### src/rtl/dram_ref_pkg.sv
package dram_ref_pkg;

  typedef enum logic [1:0] {
    MODE_CBR = 2'd0,
    MODE_ROW = 2'd1,
    MODE_HID = 2'd2,
    MODE_RSV = 2'd3
  } ref_mode_e;

  typedef enum logic [2:0] {
    ST_INIT = 3'd0,
    ST_IDLE = 3'd1,
    ST_LEAD = 3'd2,
    ST_ACT  = 3'd3,
    ST_PRE  = 3'd4
  } seq_st_e;

  // Spare encoding falls back to the memory-counter style.
  function automatic ref_mode_e norm_mode(input logic [1:0] sel);
    return (sel == 2'd3) ? MODE_CBR : ref_mode_e'(sel);
  endfunction

  // Cycles with RAS high that open a refresh.
  function automatic int lead_len(input ref_mode_e m, input int cas_lead, input int ras_pre);
    return (m == MODE_HID) ? ras_pre : cas_lead;
  endfunction

  // Closing precharge: long enough for tRP and for the full cycle time.
  function automatic int pre_len(input int lead, input int ras_low, input int ras_pre, input int rc);
    int rest;
    rest = rc - ras_low - lead;
    return (rest > ras_pre) ? rest : ras_pre;
  endfunction

  function automatic int bits_for(input int n);
    return (n < 2) ? 1 : $clog2(n + 1);
  endfunction

endpackage

### src/rtl/refresh_timer.sv
module refresh_timer
  import dram_ref_pkg::*;
#(
  parameter int REFI_CYC = 1562
) (
  input  logic clk,
  input  logic rst_n,
  output logic tick
);
  localparam int TW = bits_for(REFI_CYC);

  logic [TW-1:0] cnt;

  assign tick = (cnt == TW'(REFI_CYC - 1));

  always_ff @(posedge clk or negedge rst_n) begin
    if (!rst_n)    cnt <= '0;
    else if (tick) cnt <= '0;
    else           cnt <= cnt + 1'b1;
  end
endmodule

### src/rtl/pend_counter.sv
module pend_counter
  import dram_ref_pkg::*;
#(
  parameter int PEND_MAX = 8
) (
  input  logic clk,
  input  logic rst_n,
  input  logic tick,
  input  logic take,
  output logic pend_nz,
  output logic ovf
);
  localparam int CW = bits_for(PEND_MAX);

  logic [CW-1:0] cnt;
  logic          full;
  logic          lost;

  assign full    = (cnt == CW'(PEND_MAX));
  assign pend_nz = (cnt != '0);
  assign lost    = tick && !take && full;

  always_ff @(posedge clk or negedge rst_n) begin
    if (!rst_n) begin
      cnt <= '0;
      ovf <= 1'b0;
    end else begin
      if (tick && !take && !full) cnt <= cnt + 1'b1;
      else if (take && !tick)     cnt <= cnt - 1'b1;
      if (lost) ovf <= 1'b1;
    end
  end
endmodule

### src/rtl/row_counter.sv
module row_counter #(
  parameter int ROW_W = 8
) (
  input  logic             clk,
  input  logic             rst_n,
  input  logic             step,
  output logic [ROW_W-1:0] row
);
  always_ff @(posedge clk or negedge rst_n) begin
    if (!rst_n)    row <= '0;
    else if (step) row <= row + 1'b1;
  end
endmodule

### src/rtl/strobe_seq.sv
module strobe_seq
  import dram_ref_pkg::*;
#(
  parameter int CAS_LEAD = 1,
  parameter int RAS_LOW  = 3,
  parameter int RAS_PRE  = 2,
  parameter int RC_CYC   = 6,
  parameter int LANES    = 2
) (
  input  logic             clk,
  input  logic             rst_n,
  input  logic             start,
  input  logic [1:0]       mode_sel,
  output logic             idle,
  output logic             busy,
  output logic             act_end,
  output logic             ras_n,
  output logic [LANES-1:0] cas_n,
  output logic             oe_n,
  output logic             addr_oe
);
  localparam int LEAD_STD = lead_len(MODE_CBR, CAS_LEAD, RAS_PRE);
  localparam int LEAD_HID = lead_len(MODE_HID, CAS_LEAD, RAS_PRE);
  localparam int PRE_STD  = pre_len(LEAD_STD, RAS_LOW, RAS_PRE, RC_CYC);
  localparam int PRE_HID  = pre_len(LEAD_HID, RAS_LOW, RAS_PRE, RC_CYC);
  localparam int PH_MAX   = LEAD_HID + LEAD_STD + PRE_STD + PRE_HID + RAS_LOW;
  localparam int PH_W     = bits_for(PH_MAX);

  seq_st_e   st;
  logic [PH_W-1:0] ph;
  ref_mode_e mode_q;
  ref_mode_e mode_in;
  logic      ph_last;
  logic      in_seq;
  logic      cas_on;

  assign mode_in = norm_mode(mode_sel);
  assign ph_last = (ph == '0);

  always_ff @(posedge clk or negedge rst_n) begin
    if (!rst_n) begin
      st     <= ST_INIT;
      ph     <= PH_W'(RAS_PRE - 1);
      mode_q <= MODE_CBR;
    end else begin
      case (st)
        ST_INIT: begin
          if (ph_last) st <= ST_IDLE;
          else         ph <= ph - 1'b1;
        end
        ST_IDLE: begin
          if (start) begin
            st     <= ST_LEAD;
            mode_q <= mode_in;
            ph     <= (mode_in == MODE_HID) ? PH_W'(LEAD_HID - 1) : PH_W'(LEAD_STD - 1);
          end
        end
        ST_LEAD: begin
          if (ph_last) begin
            st <= ST_ACT;
            ph <= PH_W'(RAS_LOW - 1);
          end else begin
            ph <= ph - 1'b1;
          end
        end
        ST_ACT: begin
          if (ph_last) begin
            st <= ST_PRE;
            ph <= (mode_q == MODE_HID) ? PH_W'(PRE_HID - 1) : PH_W'(PRE_STD - 1);
          end else begin
            ph <= ph - 1'b1;
          end
        end
        ST_PRE: begin
          if (ph_last) st <= ST_IDLE;
          else         ph <= ph - 1'b1;
        end
        default: st <= ST_IDLE;
      endcase
    end
  end

  assign idle    = (st == ST_IDLE);
  assign busy    = (st == ST_LEAD) || (st == ST_ACT) || (st == ST_PRE);
  assign act_end = (st == ST_ACT) && ph_last;
  assign in_seq  = (st == ST_LEAD) || (st == ST_ACT);
  assign cas_on  = in_seq && (mode_q != MODE_ROW);

  assign ras_n   = !(st == ST_ACT);
  assign oe_n    = !(in_seq && (mode_q == MODE_HID));
  assign addr_oe = in_seq && (mode_q == MODE_ROW);

  for (genvar b = 0; b < LANES; b++) begin : g_lane
    assign cas_n[b] = !cas_on;
  end
endmodule

### src/rtl/dram_refresh_ctl.sv
module dram_refresh_ctl #(
  parameter int REFI_CYC = 1562,
  parameter int CAS_LEAD = 1,
  parameter int RAS_LOW  = 3,
  parameter int RAS_PRE  = 2,
  parameter int RC_CYC   = 6,
  parameter int PEND_MAX = 8,
  parameter int ROW_W    = 8
) (
  input  logic             clk,
  input  logic             rst_n,
  input  logic [1:0]       mode_sel,
  input  logic             ref_gnt,
  output logic             ref_req,
  output logic             ref_busy,
  output logic             ras_n,
  output logic             cas_hi_n,
  output logic             cas_lo_n,
  output logic             we_n,
  output logic             oe_n,
  output logic             addr_oe,
  output logic [ROW_W-1:0] row_addr,
  output logic             ovf
);
  localparam int LANES = 2;

  logic             tick;
  logic             pend_nz;
  logic             seq_idle;
  logic             start;
  logic             act_end;
  logic             row_step;
  logic [LANES-1:0] cas_v;

  assign ref_req  = seq_idle && pend_nz;
  assign start    = ref_req && ref_gnt;
  assign row_step = act_end && addr_oe;
  assign cas_hi_n = cas_v[1];
  assign cas_lo_n = cas_v[0];
  assign we_n     = 1'b1;

  refresh_timer #(.REFI_CYC(REFI_CYC)) u_timer (
    .clk(clk), .rst_n(rst_n), .tick(tick)
  );

  pend_counter #(.PEND_MAX(PEND_MAX)) u_pend (
    .clk(clk), .rst_n(rst_n), .tick(tick), .take(start),
    .pend_nz(pend_nz), .ovf(ovf)
  );

  row_counter #(.ROW_W(ROW_W)) u_row (
    .clk(clk), .rst_n(rst_n), .step(row_step), .row(row_addr)
  );

  strobe_seq #(
    .CAS_LEAD(CAS_LEAD), .RAS_LOW(RAS_LOW), .RAS_PRE(RAS_PRE),
    .RC_CYC(RC_CYC), .LANES(LANES)
  ) u_seq (
    .clk(clk), .rst_n(rst_n), .start(start), .mode_sel(mode_sel),
    .idle(seq_idle), .busy(ref_busy), .act_end(act_end),
    .ras_n(ras_n), .cas_n(cas_v), .oe_n(oe_n), .addr_oe(addr_oe)
  );
endmodule

### config.mk
export PLATFORM = sky130hd
export DESIGN_NAME = dram_refresh_ctl
export DESIGN_NICKNAME = d
export VERILOG_FILES = /design/src/rtl/dram_ref_pkg.sv /design/src/rtl/refresh_timer.sv /design/src/rtl/pend_counter.sv /design/src/rtl/row_counter.sv /design/src/rtl/strobe_seq.sv /design/src/rtl/dram_refresh_ctl.sv
export SDC_FILE = /design/constraint.sdc
export NUM_CORES = 1
export LEC_CHECK = 0
export ABC_AREA = 1
export BUFFER_PORTS_ARGS = -buffer_cell sky130_fd_sc_hd__buf_2
export CORE_MARGIN = 2
export CORE_UTILIZATION = 30
export CTS_CLUSTER_DIAMETER = 40
export DETAILED_ROUTE_END_ITERATION = 10
export PLACE_DENSITY = 0.51
export REMOVE_ABC_BUFFERS = 1
export SLEW_MARGIN = 10
export SYNTH_ARGS = -nofsm -noshare
export SYNTH_HDL_FRONTEND = slang
export SYNTH_SLANG_ARGS = --single-unit
### constraint.sdc
create_clock -name clk -period 2.45 [get_ports clk]
set_input_delay 0.49 -clock clk [delete_from_list [all_inputs] [get_ports clk]]
set_output_delay 0.49 -clock clk [all_outputs]
set_load 0.01 [all_outputs]
### Word-level counts from Yosys, hierarchy flattened

Cells that the tools add are included.

| operators by class | value |
|---|---|
| reduce and logical (&&, ||, !) cells | 28 |
| eq/ne operators | 16 |
| mux-type cells | 15 |
| $add $sub $neg | 5 |

Operator list:

| operator | count |
|---|---|
| 4-bit 2-to-1 mux | 6 |
| 4-bit one-hot mux with 4 select lines | 1 |
| 3-bit 2-to-1 mux | 4 |
| 3-bit one-hot mux with 4 select lines | 1 |
| 11-bit by 1-bit adder with 11-bit output (second input constant) | 1 |
| 11-bit equality test (second input constant) | 1 |
| 1-bit logical AND | 11 |
| 11-bit 2-to-1 mux | 1 |
| 2-bit by 1-bit inequality test with 1-bit output (second input constant) | 5 |
| 8-bit by 1-bit adder with 8-bit output (second input constant) | 1 |
| 4-bit nonzero test | 2 |
| 4-bit by 1-bit subtractor with 4-bit output (second input constant) | 2 |
| 2-bit equality test (second input constant) | 3 |
| 3-bit by 2-bit equality test with 1-bit output (second input constant) | 2 |
| 1-bit zero test | 6 |
| 4-bit by 1-bit adder with 4-bit output (second input constant) | 1 |
| 4-bit equality test (second input constant) | 1 |
| 4-bit zero test | 1 |
| 4-bit AND reduction | 1 |
| 3-bit by 1-bit equality test with 1-bit output (second input constant) | 1 |
| 3-bit equality test (second input constant) | 1 |
| 3-bit zero test | 1 |
| 3-bit AND reduction | 1 |
| 2-bit by 1-bit equality test with 1-bit output (second input constant) | 1 |
| other kinds (7) | 8 |

| word-level totals | value |
|---|---|
| register bits after elaboration | 33 |
| output and inout port bits | 17 |
| logic and storage cells | 71 |
| bits of input ports | 5 |

### Logic depth before layout (Yosys ltp)

| depth | value |
|---|---|
| depth in word-level cells | 7 |
| mapped depth | 16 |
| gate-level depth less buffers | 16 |

### By module

A second synthesis with hierarchy kept.

| unflattened totals | value |
|---|---|
| cell total of the unflattened synthesis | 260 |
| area total of the unflattened synthesis | 1,969.4 µm² |

By module, submodules not included:

| module | times used | area an instance (µm²) | cells each | sequential area each (µm²) |
|---|---|---|---|---|
| strobe_seq | 1 | 643.1 | 101 | 226.5 |
| refresh_timer | 1 | 581.8 | 72 | 275.3 |
| row_counter | 1 | 375.4 | 40 | 200.2 |
| pend_counter | 1 | 332.8 | 39 | 125.1 |
| dram_refresh_ctl | 1 | 36.3 | 8 | 0.0 |

### Worst setup path after synthesis

OpenSTA, ideal clock, no wires.

| timing | value |
|---|---|
| path kind | flip-flop to flip-flop |
| start point | register u_timer.cnt[1] |
| end point | register u_pend.cnt[3] |
| cell stages (with the launch flop) | 17 |
| setup slack | 0.409 ns |
| buffers on the path | 0 |
| data required time | 2.333 ns |
| period minus slack after synthesis | 2.041 ns |
| library setup time | 0.117 ns |
| data arrival time | 1.925 ns |
| path through | dfrtp_1 -> inv_1 -> ha_1 -> nand2_1 -> inv_1 -> nand3_4 -> nor2_8 -> nand3_4 -> ha_1 -> nand2_1 -> nand2_1 -> a31oi_1 -> inv_1 -> nand2_1 -> nand2_1 -> nand2_1 -> nand2_1 |

| between the ends | value |
|---|---|
| word-level cells in the longest chain between the ends | 4 |
| elaborated cells between the ends (all ways) | 7 |
| classes of those cells | eq/ne (1); mux (1); reduce/logical (5) |

Ends and longest elaborated chain:

| item | RTL line | source |
|---|---|---|
| from (decl) | refresh_timer.sv:12 | `logic [TW-1:0] cnt;` |
| from (signal assigned) | refresh_timer.sv:19 | `else cnt <= cnt + 1'b1;` |
| 11-bit equality test * | refresh_timer.sv:14 | `assign tick = (cnt == TW'(REFI_CYC - 1));` |
| 1-bit logical AND or 1-bit zero test (tied branches) | pend_counter.sv:28, pend_counter.sv:29 |  |
| 1-bit logical AND, on equally long branches | pend_counter.sv:28, pend_counter.sv:29 |  |
| 4-bit 2-to-1 mux or 2-bit nonzero test (tied branches) | - |  |
| to (signal assigned) | pend_counter.sv:28 | `if (tick && !take && !full) cnt <= cnt + 1'b1;` |
| to (signal assigned) | pend_counter.sv:29 | `else if (take && !tick) cnt <= cnt - 1'b1;` |
| to (decl) | pend_counter.sv:15 | `logic [CW-1:0] cnt;` |

Mark *: on every way between the ends. The rest lies on a longest branch, timed or not.
A chain may end at the register's enable or synchronous reset.

### Worst setup path after layout

| timing | value |
|---|---|
| start point | register u_timer.cnt[0] |
| end point | register u_pend.cnt[3] |

The elaborated chain is that of the path after synthesis.

==> results_tabular.tex <==
\begin{tabular}{lr}
\hline
Metric & Value \\
\hline
\multicolumn{2}{l}{\textbf{GRT}} \\
\quad GRT Overall Usage & 11.9\% \\
\quad Residual overflow from global routing & 0 \\
\quad Initial antenna violation count & 0 \\
\quad Global-route wire length before repair & 7010 um \\
\quad Vias in the first global route & 1559 \\
\quad Pin count of the biggest net entering global routing & 34 \\
\multicolumn{2}{l}{\textbf{Yosys}} \\
\quad Count of flip-flops with a built-in enable after synthesis & 0 \\
\quad Yosys Warn Count & 0 \\
\quad Number of unique standard cell types used by synthesis & 33 \\
\quad Library cell occupying the most area in the post-synthesis netlist & dfrtp\_1 \\
\quad Commonest cells in the netlist & nand2\_1, inv\_1, dfrtp\_1 \\
\quad Syn Std Cell Area & 0.00202 mm\^{}2 \\
\quad Number of instances in the synthesized netlist & 246 \\
\quad Largest cells by area after synthesis & dfrtp\_1, nand2\_1, inv\_1, nand3\_1, xor2\_1 \\
\quad Part of the Yosys area used for sequential elements & 41.0\% \\
\quad Most frequently used cell type in the post-synthesis netlist & nand2\_1 \\
\quad Ys flop type & dfrtp\_1 \\
\quad Top-area cell type share of the netlist area & 39.7\% \\
\quad Async SR Flop Fraction & 100\% \\
\quad Seq cells post-synth & 33 \\
\quad Mean post-synth cell area & 8.21 um\^{}2 \\
\multicolumn{2}{l}{\textbf{Route}} \\
\quad Vias after detailed routing & 1578 \\
\quad Aggregate routed wire length & 3830 um \\
\quad DRC violation total after the first TritonRoute iteration & 56 \\
\quad Average wire per standard cell & 11.0 um \\
\quad First-pass detailed-route iteration total & 4 \\
\quad Detailed-route DRC error count & 0 \\
\quad Vias/cell & 4.53 \\
\quad Count of antenna-violating nets left after detailed routing & 0 \\
\multicolumn{2}{l}{\textbf{Power and ir drop}} \\
\quad Fraction of power consumed by the clock network & 18.0\% \\
\quad P\_leak & 1.18 nW \\
\quad Total power consumption of the routed design & 2.33 mW \\
\quad Reported net switching power & 1.02 mW \\
\quad Worst ir drop on vdd & 0.323 mV \\
\quad Power per Cell Area & 1010 mW/mm\^{}2 \\
\quad Internal Pwr Total & 1.31 mW \\
\quad Part of the power in registers & 34.0\% \\
\quad Gate power share & 48.0\% \\
\quad Share of total power consumed by net switching & 43.6\% \\
\multicolumn{2}{l}{\textbf{Worst setup path}} \\
\quad WP data arrival & 2.34 ns \\
\quad List of cells traversed by the critical path & ha\_1, nand2\_1, inv\_1, nand3\_4, nor2\_8, nand3\_4, ha\_4, nand2\_1, nand2\_1, a31oi\_2, inv\_1, nand2\_1, nand2\_1, nand2\_1, nand2\_1 \\
\quad Required arrival time at the worst endpoint & 2.63 ns \\
\quad Critical path capture point type & flip-flop \\
\quad Top delay family on crit path & simple AND/OR/NAND/NOR gates \\
\quad Critical path depth in cells & 15 \\
\quad Crit path top cell by count & nand2\_1 \\
\quad Startpoint type of the worst setup path & flip-flop \\
\quad Largest fanout on the critical path & 7 \\
\quad Slowest stage cell, crit path & dfrtp\_1 \\
\quad Number of cells traversed by the worst register-to-register path & 15 \\
\quad Setup CP Type & reg -> reg \\
\quad Largest stage delay on the critical path & 0.45 ns \\
\quad Combined buffer and inverter count along the critical path & 2 \\
\multicolumn{2}{l}{\textbf{STA}} \\
\quad Slew of the pin with the lowest slew margin & 0.745 ns \\
\quad Ratio of final minimum period to clock period & 88.3\% \\
\quad Final Critical Period & 2.16 ns \\
\quad Maximum operating frequency & 462 MHz \\
\quad Unrepaired setup endpoints after global routing & no \\
\quad Hold violation total from the final report & 0 \\
\quad Final max-slew violation count & 0 \\
\quad Finish-stage setup viols & 0 \\
\quad Post-route worst setup slack & 0.287 ns \\
\quad Setup TNS & 0 ns \\
\quad Slew margin rel. & 50.4\% \\
\quad Hold\_ws & 0.267 ns \\
\quad Worst clock skew & 0.00981 ns \\
\multicolumn{2}{l}{\textbf{Layout}} \\
\quad Count of inserted antenna diode cells & 0 \\
\quad End-of-flow core utilization & 36.0\% \\
\quad Share of layout cells above drive strength 1 & 23.6\% \\
\quad Layout Nets & 283 \\
\quad Area added between synthesis and finish & 14.4\% \\
\quad Post-route cell area & 0.00231 mm\^{}2 \\
\quad Final Non-Filler Cells & 348 \\
\multicolumn{2}{l}{\textbf{Clock network}} \\
\quad Setup repair bufs after CTS & 0 \\
\quad Post-cts repair resize count & 0 \\
\quad Worst-path clk slew & 0.07 ns \\
\quad CTS tree & built \\
\quad Clock insertion delay at the later pin of the skew report & 0.28 ns \\
\quad Number of buffers between clock root and the deepest sink & 2 \\
\quad Clock sink count & 33 \\
\quad Count of H-tree levels built during CTS & 2 \\
\quad Number of CTS-inserted buffers & 5 \\
\quad CTS Hold Bufs & 0 \\
\quad Clk root buf & clkbuf\_8 \\
\multicolumn{2}{l}{\textbf{Hold path}} \\
\quad Min-Delay Path Class & in -> async \\
\multicolumn{2}{l}{\textbf{Floorplan}} \\
\quad Horiz. Die Dim & 86.0 um \\
\quad Die Footprint & 0.00740 mm\^{}2 \\
\quad Initial cell density of the core & 31.4\% \\
\quad Number of top-level pins & 22 \\
\quad Number of cell rows & 29 \\
\quad Placeable core region & 0.00642 mm\^{}2 \\
\quad Die span in y & 86.0 um \\
\multicolumn{2}{l}{\textbf{Placement}} \\
\quad Cell area reported after detailed placement & 0.00220 mm\^{}2 \\
\quad Final estimated routing congestion in global placement & 0.800 \\
\quad Setup slack after placement & 0.217 ns \\
\quad Placed cells & 341 \\
\quad HPWL after detailed placement & 2930 um \\
\quad Number of I/O port buffers & 20 \\
\multicolumn{2}{l}{\textbf{Flow run}} \\
\quad Max cap viols & 0 \\
\multicolumn{2}{l}{\textbf{Run status}} \\
\quad Result of the run & completed \\
\hline
\end{tabular}
==> power by group through the flow <==
stage | registers (mW) | logic (mW) | clock network, mW
finish | 0.793 | 1.12 | 0.419
global placement | 0.799 | 1.10 | 0
CTS | 0.791 | 1.11 | 0.441
global route | 0.819 | 1.32 | 0.456
floorplan | 0.782 | 0.854 | 0
detailed placement | 0.799 | 1.10 | 0
==> cells by family (layout without fill, tap and decap cells) <==
family          count (synthesis)  in the layout  synth area share [%]
other cells                     1              1                 0.186
flops                          33             33                  41.0
fa+ha+maj                       7              7                  4.71
buf+inv                        44             69                  8.61
simple gates                  125            125                  33.8
xor+xnor                       11             11                  4.77
compound gates                 25             25                  7.00
==> area by class of cell <==
class	instances	area, um^2
Clock inverter	1	7.51
Fill cell	679	4110
Timing Repair Buffer	20	100
Clock buffer	6	82.6
Inverter	42	159
Sequential cell	33	827
Multi-Input combinational cell	169	1040
Tap cell	77	96.3
==> cells in the final DEF (no fill, tap or decap) <==
master       n
nand3_2      2
dfrtp_1     32
conb_1       1
nor3_1       6
nor3_2       2
or2_2        2
nor4_2       1
buf_2       20
a21boi_2     1
nand3_4      4
inv_1       35
nand2_4      2
a21oi_1      3
xnor2_1      2
nor2_2       2
o21ai_1      8
o21bai_1     2
ha_1         5
nor2_4       5
nand3_1     16
fa_1         1
dfstp_2      1
a31oi_2      1
clkinv_2     1
o21ai_0      9
inv_2        6
nand4_1      3
nor2_1      19
nor2_8       1
xor2_1       9
clkinvlp_4   1
ha_4         1
o21ai_2      1
nand2_2      4
clkbuf_8     6
nand2_1     56
==> per-layer routing <==
metal / share of wire (%) / GRT usage, % / vias up
met2: 46 / 18.3 / 25
met3: 3.4 / 3.27 / 6
met5: 0 / 0 / -
li1: - / - / 822
met1: 49 / 16.1 / 725
met4: 1.5 / 3.90 / 0
==> worst reg2reg max path, stage by stage (launching register included) <==
cell	delay, ns
dfrtp_1	0.45
ha_1	0.20
nand2_1	0.05
inv_1	0.10
nand3_4	0.11
nor2_8	0.15
nand3_4	0.14
ha_4	0.26
nand2_1	0.07
nand2_1	0.06
a31oi_2	0.16
inv_1	0.07
nand2_1	0.09
nand2_1	0.06
nand2_1	0.05
nand2_1	0.05
==> sequential cells by signal, summed over array words and instances (netlist names) <==
signal / cells
u_row.row: 8
u_pend.cnt: 4
u_seq.st: 3
u_pend.ovf: 1
u_timer.cnt: 11
u_seq.mode_q: 2
u_seq.ph: 4
==> final timing paths <==
path,startpoint,to,slack (ns)
min in group clk,mode_sel[0],u_seq.mode_q[0],0.47
max in group asynchronous,rst_n,u_pend.cnt[0],1.71
min,rst_n,u_timer.cnt[7],0.27
min reg2reg,u_row.row[4],u_row.row[4],0.49
max reg2reg,u_timer.cnt[0],u_pend.cnt[3],0.29
max,u_timer.cnt[0],u_pend.cnt[3],0.29
No activity file was read; power rests on OpenSTA's default activity.
